File: src/rtl/su_err_pkg.sv
// su_err_pkg: shared types for the signalling-unit error monitor.
// Assumes: at most one unit event is reported per cycle.
package su_err_pkg;

    // Classified unit event for one cycle
    typedef struct packed {
        logic valid;        // good unit finished
        logic errd;         // errored unit (bad, aborted, or octet group)
        logic abort_cause;  // errored unit came from an abort or an octet group
    } su_evt_t;

endpackage

File: src/rtl/su_evt_decode.sv
// su_evt_decode: turns the raw strobes into one classified event per cycle.
// In octet mode su_done is ignored and each OCT_GROUP-th octet tick yields
// one aborted errored unit. A clear command masks every event of its cycle.
// Assumes: OCT_GROUP is a power of two of at least 2.
module su_evt_decode
    import su_err_pkg::*;
#(
    parameter int OCT_GROUP = 16
) (
    input  logic    clk,
    input  logic    rst_n,
    input  logic    cnt_clr,
    input  logic    su_done,
    input  logic    su_bad,
    input  logic    su_abort,
    input  logic    oct_mode,
    input  logic    oct_tick,
    output su_evt_t evt
);
    localparam int PH_W = $clog2(OCT_GROUP);
    localparam logic [PH_W-1:0] PH_LAST = PH_W'(OCT_GROUP - 1);

    logic [PH_W-1:0] phase;
    logic            direct;
    logic            grp;

    // Octet phase: restarts outside octet mode and on clear
    always_ff @(posedge clk) begin
        if (!rst_n || cnt_clr || !oct_mode) begin
            phase <= '0;
        end else if (oct_tick) begin
            phase <= (phase == PH_LAST) ? '0 : phase + PH_W'(1);
        end
    end

    // Event classification for the current cycle
    always_comb begin
        direct          = !oct_mode && su_done;
        grp             = oct_mode && oct_tick && (phase == PH_LAST);
        evt.valid       = !cnt_clr && direct && !su_bad && !su_abort;
        evt.errd        = !cnt_clr && ((direct && (su_bad || su_abort)) || grp);
        evt.abort_cause = !cnt_clr && ((direct && su_abort) || grp);
    end

endmodule

File: src/rtl/su_unit_ctr.sv
// su_unit_ctr: free-running unit counter that marks its own wrap.
// Assumes: unit_evt is already gated by the clear command.
module su_unit_ctr #(
    parameter int UNIT_W = 8
) (
    input  logic              clk,
    input  logic              rst_n,
    input  logic              cnt_clr,
    input  logic              unit_evt,
    output logic [UNIT_W-1:0] count,
    output logic              wrap
);
    // Wrap happens when a unit arrives at the top count
    always_comb wrap = unit_evt && (count == '1);

    // Count units, modulo 2**UNIT_W
    always_ff @(posedge clk) begin
        if (!rst_n || cnt_clr) begin
            count <= '0;
        end else if (unit_evt) begin
            count <= count + UNIT_W'(1);
        end
    end

endmodule

File: src/rtl/su_err_bucket.sv
// su_err_bucket: leaky-bucket error counter with a selectable depth.
// It fills by one per errored unit and leaks by one per unit-counter wrap.
// An errored unit arriving at or above the depth is an excess event: the
// counter is pinned at the depth and stays there, with no leak, until a
// valid unit or a clear.
// Assumes: evt is gated by the clear command.
module su_err_bucket
    import su_err_pkg::*;
#(
    parameter int THR_HI = 64,
    parameter int THR_LO = 32,
    parameter int ERR_W  = $clog2(THR_HI + 1)
) (
    input  logic             clk,
    input  logic             rst_n,
    input  logic             cnt_clr,
    input  logic             thr_sel,
    input  su_evt_t          evt,
    input  logic             wrap,
    output logic [ERR_W-1:0] err_count,
    output logic             excess
);
    localparam logic [ERR_W-1:0] THR_HI_V = ERR_W'(THR_HI);
    localparam logic [ERR_W-1:0] THR_LO_V = ERR_W'(THR_LO);

    logic [ERR_W-1:0] thr;
    logic             sat;
    logic             leak;
    logic [ERR_W-1:0] err_nxt;

    // Depth, excess and leak decisions for this cycle
    always_comb begin
        thr    = thr_sel ? THR_LO_V : THR_HI_V;
        excess = evt.errd && (err_count >= thr);
        leak   = wrap && !sat && (err_count != '0);
        if (excess) begin
            err_nxt = thr;
        end else if (evt.errd) begin
            err_nxt = err_count + ERR_W'(1) - ERR_W'(leak);
        end else begin
            err_nxt = err_count - ERR_W'(leak);
        end
    end

    // Error counter and saturation flag registers
    always_ff @(posedge clk) begin
        if (!rst_n || cnt_clr) begin
            err_count <= '0;
            sat       <= 1'b0;
        end else begin
            err_count <= err_nxt;
            if (excess) begin
                sat <= 1'b1;
            end else if (evt.valid) begin
                sat <= 1'b0;
            end
        end
    end

endmodule

File: src/rtl/su_irq_gen.sv
// su_irq_gen: turns excess events into one-cycle interrupt pulses and
// re-issues them every RPT_PERIOD cycles while an abort-caused excess stands.
// The mask suppresses pulses outright; nothing is held pending.
// Assumes: RPT_PERIOD is a power of two of at least 2.
module su_irq_gen #(
    parameter int RPT_PERIOD = 256
) (
    input  logic clk,
    input  logic rst_n,
    input  logic cnt_clr,
    input  logic excess,
    input  logic abort_cause,
    input  logic valid,
    input  logic irq_mask,
    output logic irq
);
    localparam int TMR_W = $clog2(RPT_PERIOD);
    localparam logic [TMR_W-1:0] TMR_LAST = TMR_W'(RPT_PERIOD - 1);

    logic             rpt;
    logic [TMR_W-1:0] tmr;
    logic             fire;

    // A repeat is due when the period has run out and no valid unit ends it
    always_comb fire = rpt && (tmr == TMR_LAST) && !valid;

    // Repeat state, period timer and pulse register
    always_ff @(posedge clk) begin
        if (!rst_n || cnt_clr) begin
            rpt <= 1'b0;
            tmr <= '0;
            irq <= 1'b0;
        end else begin
            irq <= (excess || fire) && !irq_mask;
            if (excess && abort_cause) begin
                rpt <= 1'b1;
            end else if (valid) begin
                rpt <= 1'b0;
            end
            if (excess || fire || valid || !rpt) begin
                tmr <= '0;
            end else begin
                tmr <= tmr + TMR_W'(1);
            end
        end
    end

endmodule

File: src/rtl/su_err_monitor.sv
// su_err_monitor: top of the signalling-unit error rate monitor.
// Wires the event decoder, unit counter, error bucket and interrupt generator.
// Assumes: synchronous active-low reset and at most one unit end per cycle.
module su_err_monitor
    import su_err_pkg::*;
#(
    parameter int UNIT_W     = 8,
    parameter int THR_HI     = 64,
    parameter int THR_LO     = 32,
    parameter int OCT_GROUP  = 16,
    parameter int RPT_PERIOD = 256,
    parameter int ERR_W      = $clog2(THR_HI + 1)
) (
    input  logic              clk,
    input  logic              rst_n,
    input  logic              su_done,
    input  logic              su_bad,
    input  logic              su_abort,
    input  logic              oct_mode,
    input  logic              oct_tick,
    input  logic              thr_sel,
    input  logic              cnt_clr,
    input  logic              irq_mask,
    output logic              irq,
    output logic [UNIT_W-1:0] su_count,
    output logic [ERR_W-1:0]  err_count
);
    su_evt_t evt;
    logic    unit_evt;
    logic    wrap;
    logic    excess;

    // Any classified unit advances the unit counter
    always_comb unit_evt = evt.valid || evt.errd;

    su_evt_decode #(.OCT_GROUP(OCT_GROUP)) u_dec (
        .clk      (clk),
        .rst_n    (rst_n),
        .cnt_clr  (cnt_clr),
        .su_done  (su_done),
        .su_bad   (su_bad),
        .su_abort (su_abort),
        .oct_mode (oct_mode),
        .oct_tick (oct_tick),
        .evt      (evt)
    );

    su_unit_ctr #(.UNIT_W(UNIT_W)) u_ctr (
        .clk      (clk),
        .rst_n    (rst_n),
        .cnt_clr  (cnt_clr),
        .unit_evt (unit_evt),
        .count    (su_count),
        .wrap     (wrap)
    );

    su_err_bucket #(.THR_HI(THR_HI), .THR_LO(THR_LO), .ERR_W(ERR_W)) u_bkt (
        .clk       (clk),
        .rst_n     (rst_n),
        .cnt_clr   (cnt_clr),
        .thr_sel   (thr_sel),
        .evt       (evt),
        .wrap      (wrap),
        .err_count (err_count),
        .excess    (excess)
    );

    su_irq_gen #(.RPT_PERIOD(RPT_PERIOD)) u_irq (
        .clk         (clk),
        .rst_n       (rst_n),
        .cnt_clr     (cnt_clr),
        .excess      (excess),
        .abort_cause (evt.abort_cause),
        .valid       (evt.valid),
        .irq_mask    (irq_mask),
        .irq         (irq)
    );

endmodule

File: config.mk
export PLATFORM = sky130hd
export DESIGN_NAME = su_err_monitor
export DESIGN_NICKNAME = d
export VERILOG_FILES = /design/src/rtl/su_err_pkg.sv /design/src/rtl/su_evt_decode.sv /design/src/rtl/su_unit_ctr.sv /design/src/rtl/su_err_bucket.sv /design/src/rtl/su_irq_gen.sv /design/src/rtl/su_err_monitor.sv
export SDC_FILE = /design/constraint.sdc
export NUM_CORES = 1
export LEC_CHECK = 0
export BUFFER_PORTS_ARGS = -buffer_cell sky130_fd_sc_hd__buf_2
export CORE_MARGIN = 1
export CORE_UTILIZATION = 55
export DETAILED_ROUTE_END_ITERATION = 10
export GPL_ROUTABILITY_DRIVEN = 0
export GPL_TIMING_DRIVEN = 0
export PLACE_DENSITY = 0.77
export SYNTH_ARGS = -nofsm -noshare
export SYNTH_HDL_FRONTEND = slang
export SYNTH_HIERARCHICAL = 1
export SYNTH_SLANG_ARGS = --single-unit
File: constraint.sdc
create_clock -name clk -period 8.75 [get_ports clk]
set_clock_uncertainty 0.2 [all_clocks]
set_input_delay 0 -clock clk [delete_from_list [all_inputs] [get_ports clk]]
set_output_delay 0 -clock clk [all_outputs]
set_load 0.02 [all_outputs]
# [After elaboration in Yosys (flattened, before gate mapping)]
# Cells that the tools add are included.
[classes] add_sub_neg=6 order_cmp=1 n_eq_ne=3 muxes=7 reduce_logical=40
[op_table] cell="$mux 7" count=3
[op_table] cell="$logic_and 1x1->1" count=18
[op_table] cell="$add 8x1->8 const B" count=2
[op_table] cell="$eq 8x8->1 const B" count=2
[op_table] cell="$sub 7x1->7" count=2
[op_table] cell="$logic_not 1->1" count=9
[op_table] cell="$logic_or 1x1->1" count=9
[op_table] cell="$add 7x1->7 const B" count=1
[op_table] cell="$ge 7x7->1" count=1
[op_table] cell="$reduce_bool 7->1" count=1
[op_table] cell="$add 4x1->4 const B" count=1
[op_table] cell="$eq 4x4->1 const B" count=1
[op_table] cell="$mux 4" count=1
[op_table] cell="$reduce_bool 2->1" count=2
[op_table] cell="$mux 1" count=3
[op_table] cell="$reduce_or 2->1" count=1
[totals] reg_bits=30 in_bits=10 output_inout_bits=16 word_cells=64

# [Longest topological paths before layout]
# Gate-level depths: netlist of the first run.
[logic_depth] ltp_word=12 mapped_depth=18 depth_no_buf=17

# [By module]
# Netlist of the first run, hierarchy kept.
[modules_own_cells] mod="su_err_bucket" instances=1 cells_per_inst=86 area_per_inst_um2=753.2 seq_area_each_um2=160.2
[modules_own_cells] mod="su_irq_gen" instances=1 cells_per_inst=47 area_per_inst_um2=429.2 seq_area_each_um2=200.2
[modules_own_cells] mod="su_unit_ctr" instances=1 cells_per_inst=40 area_per_inst_um2=360.3 seq_area_each_um2=160.2
[modules_own_cells] mod="su_evt_decode" instances=1 cells_per_inst=25 area_per_inst_um2=214.0 seq_area_each_um2=80.1
[modules_own_cells] mod="su_err_monitor" instances=1 cells_per_inst=1 area_per_inst_um2=6.3 seq_area_each_um2=0.0

# [Least setup slack after synthesis of the first run]
# No wires, ideal clock.
[synth_path] kind="flip-flop to flip-flop" start="reg u_dec.phase[0]" end="reg u_bkt.err_count[6]" setup_ps=118 arrival_time_ps=3100 t_required_ps=8432 setup_slack_ps=5333 path_stages_with_launch=17 n_path_buf=1 synth_period_minus_slack_ps=3417 path_cell_list="dfxtp_1 -> ha_1 -> and4_1 -> nand2_1 -> a21oi_1 -> or2_1 -> buf_4 -> nand3_1 -> nor3_1 -> nand3b_1 -> ha_1 -> ha_1 -> a211oi_2 -> o311ai_2 -> xnor2_1 -> a2111o_1 -> o2111a_1"
[synth_rtl] element="from (decl)" line_no="su_evt_decode.sv:23" source="logic [PH_W-1:0] phase;"
[synth_rtl] element="from (signal assigned)" line_no="su_evt_decode.sv:32" source="phase <= (phase == PH_LAST) ? '0 : phase + PH_W'(1);"
[synth_rtl] element="to (signal assigned)" line_no="su_err_bucket.sv:51" source="err_count <= err_nxt;"
[synth_rtl] element="to (decl)" line_no="su_err_bucket.sv:20" source="output logic [ERR_W-1:0] err_count,"

==> impl_metrics.env, run 1 <==
export IMPL_status="complete, no violations"
export IMPL_utilization_pct=70.3
export IMPL_dp_hpwl_um=2490
export IMPL_drcViolationCount=0
export IMPL_setup_violations=0
export IMPL_synthTopCellsByArea="dfxtp_1 34%, ha_1 13%, xnor2_1 5.0%"
export IMPL_grt_max_degree=11
export IMPL_hp_start="su_bad"
export IMPL_clkSinkCount=30
export IMPL_cpMaxStageDelayCell="dlygate4sd3_1"
export IMPL_crit_chain="ha_1 -> and4_1 -> nand2_1 -> a21oi_1 -> or2_1 -> buf_4 -> nand3_1 -> nor3_1 -> nand3b_1 -> ha_1 -> ha_1 -> inv_1 -> ha_1 -> o21bai_1 -> a21oi_1 -> xnor2_1 -> a211o_1 -> a21oi_1 -> dlygate4sd3_1"
export IMPL_crit_type="register to register"
export IMPL_final_common_cell="dfxtp_1"
export IMPL_synthFlopType="dfxtp_1"
export IMPL_cpMostUsedCell="ha_1"
export IMPL_powerDensity_nw_per_um2=120
export IMPL_required_ns=8.83
export IMPL_synth_top_area_cell="dfxtp_1"
export IMPL_wl_per_cell_um=12.0
export IMPL_dp_cells=268
export IMPL_worst_hold_slack_ns=0.116
export IMPL_start_kind="register"
export IMPL_wl_um=3480
export IMPL_yosys_warnings=6
export IMPL_maxCapViolations=0
export IMPL_crit_arrival_ns=4.34
export IMPL_min_period_ns=4.25
export IMPL_path_clk_slew_ns=0.10
export IMPL_die_x_um=58.6
export IMPL_grt_pass1_vias=1436
export IMPL_grt_first_pass_wirelength_um=5820
export IMPL_cp_max_fo=7
export IMPL_grt_setup_unrepaired="no"
export IMPL_fin_setup_tns_ns=0
export IMPL_cts_tree="done"
export IMPL_final_cell_mix="30 x dfxtp_1, 26 x buf_2, 20 x nor2_1, 19 x ha_1, 16 x inv_1"
export IMPL_crit_family="compound AO/OA/AOI/OAI gates"
export IMPL_syn_area_um2=1760
export IMPL_clockBufferDepth=2
export IMPL_yosysUniqueCellTypes=41
export IMPL_synth_edf_count=0
export IMPL_cts_buffers=5
export IMPL_syn_nets=228
export IMPL_place_area_um2=1940
export IMPL_relSlewSlack_pct=51.4
export IMPL_vias_per_cell=5.22
export IMPL_synthCells=199
export IMPL_slew_viol_final=0
export IMPL_cp_slowest_stage_delay_ns=0.57
export IMPL_stdcell_count=290
export IMPL_drt_iter0_markers=32
export IMPL_synthesis_area_per_instance_um2=8.86
export IMPL_ioPinCount=26
export IMPL_vias=1513
export IMPL_htree_levels=2
export IMPL_vdd_drop_max_mv=0.115
export IMPL_track_usage_pct=22.8
export IMPL_initial_core_util_pct=57.7
export IMPL_path_buf_inv=3
export IMPL_seq_area_frac_synth_pct=34.1
export IMPL_nFillCells=267
export IMPL_ant_nets=0
export IMPL_port_buffers=25
export IMPL_p_leak_uw=0.000878
export IMPL_root_buffer="clkbuf_4"
export IMPL_core_um2=3050
export IMPL_die_h_um=58.6
export IMPL_ys_async_sr_fraction_pct=0
export IMPL_drt_first_pass_iters=4
export IMPL_worst_pin_slew_ns=0.722
export IMPL_ys_ff_latch=30
export IMPL_timing_rr_start="u_dec/phase[0]$_SDFFE_PP0P_"
export IMPL_antenna_found_initial=0
export IMPL_worstSetupStartpoint="u_dec/phase[0]$_SDFFE_PP0P_"
export IMPL_worstSkewPairLatency_ns=0.34
export IMPL_end_kind="register"
export IMPL_final_nets=274
export IMPL_timing_final_crit_share_pct=48.6
export IMPL_n_antenna_cell=0
export IMPL_die_area_um2=3440
export IMPL_gr_total_overflow=0
export IMPL_design_area_um2=2150
export IMPL_drive_above_1_share_pct=17.9
export IMPL_syn_to_final_growth_pct=21.8
export IMPL_hp_class="input pin to register"
export IMPL_hold_viol_final=0
export IMPL_synth_top_area_share_pct=34.1
export IMPL_fp_row_count=20
export IMPL_clock_fmax_ghz=0.235
-- where the power goes --
part	switching, µW	total, µW	internal (µW)
clock network	50.7	89.3	38.6
registers	1.30	139	138
logic	14.8	29.4	14.6
total	66.8	258	191
-- metrics by stage --
stage	setup slack (ns)	power, µW
after floorplan	5.33	160
after global placement	4.92	167
after detailed placement	4.93	168
after CTS	4.53	260
after global routing	4.19	271
final	4.50	258
-- final cells by class --
cell class                 count  area (µm²)  share of cell area, %
tap                           44        55.1                   2.56
buffer                         4        20.0                  0.932
clock inverter                 2        12.5                  0.583
inverter                      16        60.1                   2.80
multi-input combinational    149        1080                   50.4
clock buffer                   6        51.3                   2.39
sequential                    30         601                   28.0
timing repair buffer          39         265                   12.4
-- state kept, by name, indices dropped and copies added (netlist names) --
name,flops
u_irq/tmr,8
u_bkt/err_count,7
u_irq/irq,1
u_dec/phase,4
u_bkt/sat,1
u_irq/rpt,1
u_ctr/count,8
-- layer usage --
metal  share of wire, %  vias up  GRT usage (%)
li1                   -      788              -
met1                 43      702           23.4
met2                 52       17           42.4
met3                3.2        6           7.47
met4                1.5        0           9.52
met5                  0        -              0
-- timing repair --
| item | in CTS | in global routing |
|---|---|---|
| hold buffers | 14 | 0 |
| resized for setup | 0 | 0 |
| hold endpoints to repair | 11 | 0 |
| setup buffers | 0 | 0 |
-- cell families after synthesis --
family	after synthesis	synth area share (%)
compound gates	38	14.4
xor+xnor	19	9.44
fa+ha+maj	19	13.5
buf+inv	20	4.54
flops	30	34.1
mux	2	1.14
simple gates	71	22.9
-- worst reg2reg max path, stage by stage, from the launching register on --
cell	delay, ns
dfxtp_1	0.39
ha_1	0.18
and4_1	0.21
nand2_1	0.07
a21oi_1	0.41
or2_1	0.18
buf_4	0.14
nand3_1	0.11
nor3_1	0.18
nand3b_1	0.13
ha_1	0.20
ha_1	0.21
inv_1	0.06
ha_1	0.17
o21bai_1	0.08
a21oi_1	0.19
xnor2_1	0.10
a211o_1	0.30
a21oi_1	0.13
dlygate4sd3_1	0.57
-- synth_stat cells (all sizes together) (2+ instances only) --
| master | number |
|---|---|
| inv | 16 |
| clkbuf | 2 |
| nand4 | 5 |
| nor3b | 2 |
| nand3 | 5 |
| a211oi | 5 |
| nand3b | 3 |
| nor2b | 2 |
| o21ai | 10 |
| mux2i | 2 |
| a21oi | 15 |
| nand2 | 9 |
| or3 | 6 |
| nor3 | 6 |
| ha | 19 |
| or2 | 2 |
| xnor2 | 10 |
| xor2 | 9 |
| nor2 | 20 |
| buf | 2 |
| nand2b | 6 |
| dfxtp | 30 |
-- worst paths after layout --
path                                         to  slack, ns  depth (start not counted)
setup / recovery  u_bkt/err_count[5]$_SDFF_PP0_       4.50                         19
hold / removal             u_irq/irq$_SDFF_PP0_       0.12                          5
setup reg to reg  u_bkt/err_count[5]$_SDFF_PP0_       4.50                         19
hold reg to reg         u_irq/tmr[7]$_SDFF_PP0_       0.29                          2
No activity file was read; power rests on OpenSTA's default activity.
==> inputs of run 2 (changes only) <==
--- a/config.mk
+++ b/config.mk
@@ -5,13 +5,14 @@
 export SDC_FILE = /design/constraint.sdc
 export NUM_CORES = 1
 export LEC_CHECK = 0
+export ABC_AREA = 1
 export BUFFER_PORTS_ARGS = -buffer_cell sky130_fd_sc_hd__buf_2
 export CORE_MARGIN = 1
-export CORE_UTILIZATION = 55
+export CORE_UTILIZATION = 51
 export DETAILED_ROUTE_END_ITERATION = 10
 export GPL_ROUTABILITY_DRIVEN = 0
 export GPL_TIMING_DRIVEN = 0
-export PLACE_DENSITY = 0.77
+export PLACE_DENSITY = 0.75
 export SYNTH_ARGS = -nofsm -noshare
 export SYNTH_HDL_FRONTEND = slang
 export SYNTH_HIERARCHICAL = 1
==> constraint.sdc (replaced) <==
create_clock -name clk -period 3.6 [get_ports clk]
set_clock_uncertainty 0.2 [all_clocks]
set_input_delay 0 -clock clk [delete_from_list [all_inputs] [get_ports clk]]
set_output_delay 0 -clock clk [all_outputs]
set_load 0.02 [all_outputs]
==> impl_metrics.env, run 2 <==
export IMPL_die_h_um=63.1
export IMPL_synth_top_area_cell="dfxtp_1"
export IMPL_syn_area_um2=1910
export IMPL_vias_per_cell=4.89
export IMPL_ioPinCount=26
export IMPL_p_total_uw=696
export IMPL_port_buffers=25
export IMPL_die_x_um=63.1
export IMPL_gr_total_overflow=0
export IMPL_final_cell_mix="59 x nand2_1, 41 x inv_1, 32 x nor2_1, 29 x dfxtp_1, 26 x buf_2"
export IMPL_fp_row_count=21
export IMPL_core_um2=3470
export IMPL_cts_buffers=5
export IMPL_clock_fmax_ghz=0.300
export IMPL_root_buffer="clkbuf_8"
export IMPL_synthTopCellsByArea="dfxtp_1 32%, ha_1 12%, nand2_1 12%"
export IMPL_place_area_um2=2090
export IMPL_r2r_setup_slack_ns=0.26
export IMPL_nFillCells=327
export IMPL_path_buf_inv=4
export IMPL_syn_to_final_growth_pct=21.8
export IMPL_drt_iter0_markers=85
export IMPL_min_period_ns=3.34
export IMPL_multiInputGateArea_um2=1150
export IMPL_crit_type="register to register"
export IMPL_powerDensity_nw_per_um2=300
export IMPL_die_area_um2=3980
export IMPL_seq_area_um2=602
export IMPL_cp_max_fo=6
export IMPL_status="complete, no violations"
export IMPL_cp_slowest_stage_delay_ns=0.35
export IMPL_top_regs="u_ctr/count x8, u_irq/tmr x8, u_bkt/err_count x7"
export IMPL_grt_first_pass_wirelength_um=6760
export IMPL_hp_class="input pin to register"
export IMPL_wl_um=3820
export IMPL_worst_hold_slack_ns=0.000107
export IMPL_maxCapViolations=0
export IMPL_synthesis_area_per_instance_um2=7.08
export IMPL_drive_above_1_share_pct=21.0
export IMPL_slew_viol_final=0
export IMPL_timing_rr_start="u_dec/phase[0]$_SDFFE_PP0P_"
export IMPL_worstSetupStartpoint="u_dec/phase[0]$_SDFFE_PP0P_"
export IMPL_start_kind="register"
export IMPL_utilization_pct=66.9
export IMPL_yosysMostFrequentCell="nand2_1"
export IMPL_clkSinkCount=30
export IMPL_setup_violations=0
export IMPL_final_common_cell="nand2_1"
export IMPL_synth_top_area_share_pct=31.5
export IMPL_track_usage_pct=21.6
export IMPL_worst_pin_slew_ns=0.285
export IMPL_crit_family="simple AND/OR/NAND/NOR gates"
export IMPL_crit_arrival_ns=3.31
export IMPL_initial_core_util_pct=54.9
export IMPL_wl_per_cell_um=10.6
export IMPL_required_ns=3.57
export IMPL_hold_viol_final=0
export IMPL_hp_start="su_bad"
export IMPL_crit_chain="ha_1 -> and3_2 -> nand2_1 -> nand2_1 -> inv_1 -> nand2_2 -> nand2_2 -> nor2_4 -> nand2_1 -> nor3_1 -> inv_1 -> a311oi_2 -> inv_1 -> ha_1 -> ha_1 -> inv_1 -> ha_2 -> o21ai_1 -> xor2_1 -> a21oi_1 -> nor2_1"
export IMPL_worstSkewPairLatency_ns=0.28
export IMPL_synthCells=269
export IMPL_relSlewSlack_pct=81.0
export IMPL_cpMostUsedCell="inv_1"
export IMPL_n_antenna_cell=0
export IMPL_vdd_drop_max_mv=0.222
export IMPL_grt_pass1_vias=1641
export IMPL_yosys_warnings=6
export IMPL_syn_nets=298
export IMPL_cpMaxStageDelayCell="dfxtp_2"
export IMPL_drcViolationCount=0
export IMPL_ys_async_sr_fraction_pct=0
export IMPL_design_area_um2=2320
export IMPL_holdPathStages=6
export IMPL_vias=1760
export IMPL_r2r_end="u_bkt/err_count[5]$_SDFF_PP0_"
export IMPL_timing_final_crit_share_pct=92.7
export IMPL_min_to="u_bkt/sat$_SDFFE_PP0P_"
export IMPL_final_nets=342
export IMPL_yosysUniqueCellTypes=33
export IMPL_drt_first_pass_iters=4
export IMPL_clockBufferDepth=2
export IMPL_dp_hpwl_um=2710
export IMPL_ys_top_cells_by_count="61 x nand2_1, 41 x inv_1, 32 x nor2_1, 30 x dfxtp_1"
export IMPL_synthFlopType="dfxtp_1"
export IMPL_path_clk_slew_ns=0.06
export IMPL_cts_tree="done"
export IMPL_p_leak_uw=0.00101
export IMPL_htree_levels=2
export IMPL_synth_edf_count=0
export IMPL_seq_area_frac_synth_pct=31.5
export IMPL_end_kind="register"
export IMPL_reg2reg_depth=21
export IMPL_antenna_found_initial=0
export IMPL_ys_ff_latch=30
export IMPL_ant_nets=0
export IMPL_grt_max_degree=11
-- run 2: logic make-up (layout without fill, tap and decap cells) --
family                   count (synthesis)  count (layout)  synth area share, %
buffers and inverters                   47              92                 9.32
AO/OA/AOI/OAI                           34              34                 10.6
XOR/XNOR                                10              10                 4.60
adder cells (fa/ha/maj)                 19              19                 12.5
flip-flops                              30              30                 31.5
AND/OR/NAND/NOR                        129             129                 31.5
-- run 2: how the worst max path moves through the flow --
stage | cells past startpoint | slack [ns] | endpoint
4_1_cts | 21 | 0.06 | u_bkt/err_count[5]$_SDFF_PP0_
3_3_place_gp | 21 | 0.21 | u_bkt/err_count[5]$_SDFF_PP0_
5_1_grt | 21 | -0.007 | u_bkt/err_count[5]$_SDFF_PP0_
3_5_place_dp | 21 | 0.09 | u_bkt/err_count[5]$_SDFF_PP0_
2_1_floorplan | 21 | 0.55 | u_bkt/err_count[5]$_SDFF_PP0_
6_report | 21 | 0.26 | u_bkt/err_count[5]$_SDFF_PP0_
-- run 2: through the flow --
| step | cells | TNS (ns) | worst slack [ns] |
|---|---|---|---|
| 2_1_floorplan | 269 | 0 | 0.550 |
| 3_3_place_gp | 340 | 0 | 0.211 |
| 3_5_place_dp | 340 | 0 | 0.0886 |
| 4_1_cts | 359 | 0 | 0.0646 |
| 5_1_grt | 360 | -0.00668 | -0.00668 |
| 6_report | 360 | 0 | 0.264 |
-- run 2: final cells by class --
cell class	count	share of cell area [%]
Sequential cell	30	25.9
Timing Repair Buffer	37	10.5
Clock inverter	2	0.539
Inverter	46	7.44
Tap cell	46	2.48
Multi-Input combinational cell	192	49.4
Clock buffer	6	3.56
Buffer	1	0.216
-- run 2: timing repair --
| action | CTS | global route |
|---|---|---|
| resized for setup | 0 | 6 |
| hold buffers | 11 | 0 |
| setup endpoints to repair | 0 | 4 |
| endpoints found under the hold margin | 20 | 0 |
| buffers inserted | 0 | 1 |
-- run 2: worst min-delay path, stage by stage --
cell and delay [ns]:
buf_2 0.07, or2_2 0.11, nor3_2 0.05, inv_1 0.05, nand2_1 0.04, a21oi_1 0.12
-- run 2: where the power goes --
| group | total (µW) | switching (µW) | internal [µW] | leakage (µW) |
|---|---|---|---|---|
| logic | 72.3 | 41.6 | 30.7 | 0.000723 |
| registers | 338 | 3.12 | 335 | 0.000242 |
| clock network | 286 | 133 | 153 | 0.0000472 |
| total | 696 | 178 | 519 | 0.00101 |
-- run 2: per-layer routing --
layer,track usage [%],up-vias,part of all wire (%)
met5,0,-,0
met3,5.98,7,4.8
met2,37.0,36,47
li1,-,929,-
met1,25.3,788,47
met4,8.14,0,1.6
==> inputs of run 3 (changes only) <==
--- a/config.mk
+++ b/config.mk
@@ -7,12 +7,15 @@
 export LEC_CHECK = 0
 export ABC_AREA = 1
 export BUFFER_PORTS_ARGS = -buffer_cell sky130_fd_sc_hd__buf_2
+export CELL_PAD_IN_SITES_DETAIL_PLACEMENT = 1
+export CELL_PAD_IN_SITES_GLOBAL_PLACEMENT = 1
 export CORE_MARGIN = 1
-export CORE_UTILIZATION = 51
+export CORE_UTILIZATION = 37
 export DETAILED_ROUTE_END_ITERATION = 10
 export GPL_ROUTABILITY_DRIVEN = 0
 export GPL_TIMING_DRIVEN = 0
-export PLACE_DENSITY = 0.75
+export PLACE_DENSITY_LB_ADDON = 0.1
+export SLEW_MARGIN = 0
 export SYNTH_ARGS = -nofsm -noshare
 export SYNTH_HDL_FRONTEND = slang
 export SYNTH_HIERARCHICAL = 1
==> constraint.sdc (replaced) <==
create_clock -name clk -period 2.7 [get_ports clk]
set_clock_uncertainty 0.2 [all_clocks]
set_input_delay 0 -clock clk [delete_from_list [all_inputs] [get_ports clk]]
set_output_delay 0 -clock clk [all_outputs]
set_load 0.02 [all_outputs]
==> impl_metrics.env, run 3 (synthesis results as in run 2) <==
export IMPL_status="finished with violations"
export IMPL_violations="negative setup slack"
export IMPL_path_clk_slew_ns=0.07
export IMPL_drt_iter0_markers=65
export IMPL_min_period_ns=2.89
export IMPL_crit_arrival_ns=2.88
export IMPL_syn_to_final_growth_pct=33.3
export IMPL_timing_final_crit_share_pct=107
export IMPL_initial_core_util_pct=39.3
export IMPL_maxCapViolations=0
export IMPL_cp_max_fo=3
export IMPL_vias_per_cell=4.77
export IMPL_drt_first_pass_iters=4
export IMPL_setup_violations=4
export IMPL_gr_total_overflow=0
export IMPL_die_area_um2=5440
export IMPL_reg2reg_depth=21
export IMPL_port_buffers=25
export IMPL_setup_ws_ns=-0.190
export IMPL_vdd_drop_max_mv=0.323
export IMPL_clkSinkCount=30
export IMPL_place_area_um2=2180
export IMPL_holdPathStages=7
export IMPL_crit_type="register to register"
export IMPL_start_kind="register"
export IMPL_drive_above_1_share_pct=28.2
export IMPL_fin_setup_tns_ns=-0.505
export IMPL_ioPinCount=26
export IMPL_wl_um=4730
export IMPL_cts_buffers=5
export IMPL_drcViolationCount=0
export IMPL_grt_pass1_vias=1794
export IMPL_powerDensity_nw_per_um2=376
export IMPL_core_um2=4850
export IMPL_die_x_um=73.8
export IMPL_hold_viol_final=0
export IMPL_required_ns=2.69
export IMPL_root_buffer="clkbuf_8"
export IMPL_die_h_um=73.8
export IMPL_utilization_pct=52.4
export IMPL_relSlewSlack_pct=74.6
export IMPL_worst_pin_slew_ns=0.378
export IMPL_wl_per_cell_um=12.0
export IMPL_grt_max_degree=11
export IMPL_dp_hpwl_um=3240
export IMPL_worst_hold_slack_ns=0.0798
export IMPL_place_ws_ns=-0.398
export IMPL_clock_fmax_ghz=0.346
export IMPL_end_kind="register"
export IMPL_vias=1873
export IMPL_clockBufferDepth=2
export IMPL_n_antenna_cell=0
export IMPL_grt_first_pass_wirelength_um=7910
export IMPL_final_common_cell="nand2_1"
export IMPL_final_cell_mix="53 x nand2_1, 39 x inv_1, 32 x nor2_1, 28 x dfxtp_1, 26 x buf_2"
export IMPL_grt_setup_unrepaired="yes"
export IMPL_cts_tree="done"
export IMPL_design_area_um2=2540
export IMPL_hp_class="input pin to register"
export IMPL_p_leak_uw=0.00108
export IMPL_antenna_found_initial=0
export IMPL_final_nets=354
export IMPL_track_usage_pct=19.2
export IMPL_slew_viol_final=0
export IMPL_ant_nets=0
export IMPL_worstSkewPairLatency_ns=0.29
export IMPL_fp_row_count=25
export IMPL_htree_levels=2
export IMPL_top_regs="u_ctr/count x8, u_irq/tmr x8, u_bkt/err_count x7"
==> run 3: cell count changes in the layout (fill, tap and decap cells not counted), moves of 2 or more <==
cell / before / now
ha_1: 18 / 15
nand2_4: 1 / 3
nand2_2: 7 / 11
dlygate4sd3_1: 11 / 14
ha_4: 0 / 3
inv_2: 4 / 6
inv_1: 41 / 39
nand2_1: 59 / 53
buf_4: 1 / 10
==> run 3: worst max-delay path: stages, from the launching register on <==
cell      delay [ns]
dfxtp_1         0.34
inv_1           0.08
nor3_2          0.22
nand2_2         0.08
nand2_2         0.08
inv_2           0.05
nand2_4         0.08
nand2_4         0.05
nor2_4          0.09
nand2_2         0.07
nor3_2          0.10
inv_1           0.06
a311oi_2        0.23
inv_1           0.08
ha_2            0.19
ha_4            0.17
inv_2           0.06
ha_4            0.14
o21ai_2         0.07
xor2_1          0.15
a21oi_1         0.15
nor2_1          0.05
==> run 3: metal layers <==
layer	share of wire, %	vias up	track usage, %
met4	2.0	0	8.12
met2	51	25	32.9
met3	2.6	12	3.98
met5	0	-	0
met1	44	884	23.2
li1	-	952	-
==> run 3: power by group <==
part	total (µW)	internal [µW]	switching, µW
clock network	398	205	193
registers	450	445	4.37
logic	108	46.1	61.8
total	955	696	259
==> run 3: area by class of cell <==
class,count,area [µm²]
plain buffers,1,5.00
clock buffers,6,82.6
clock inverters,2,12.5
fillers,628,2310
inverters,46,173
multi-input cells,192,1240
flip-flops and latches,30,606
well taps,67,83.8
repair buffers,49,340
==> run 3: path summary, 6_finish.rpt <==
check,end,start,slack (ns)
setup / recovery,u_bkt/err_count[5]$_SDFF_PP0_,u_dec/phase[3]$_SDFFE_PP0P_,-0.19
hold / removal,u_ctr/count[2]$_SDFFE_PP0P_,su_bad,0.08
setup reg to reg,u_bkt/err_count[5]$_SDFF_PP0_,u_dec/phase[3]$_SDFFE_PP0P_,-0.19
hold reg to reg,u_irq/tmr[0]$_SDFF_PP0_,u_irq/tmr[0]$_SDFF_PP0_,0.25
==> run 3: stage by stage <==
stage          total power (µW)  cells
6_report                    955    393
5_1_grt                     997    393
4_1_cts                     964    390
3_5_place_dp                549    361
3_3_place_gp                547    361
2_1_floorplan               521    269
==> run 3: timing repair <==
item	CTS	global route
hold endpoints to repair	17	0
setup endpoints to repair	6	6
buffers inserted	7	3
resized for setup	10	4
pin swaps	12	7
hold buffers	14	0
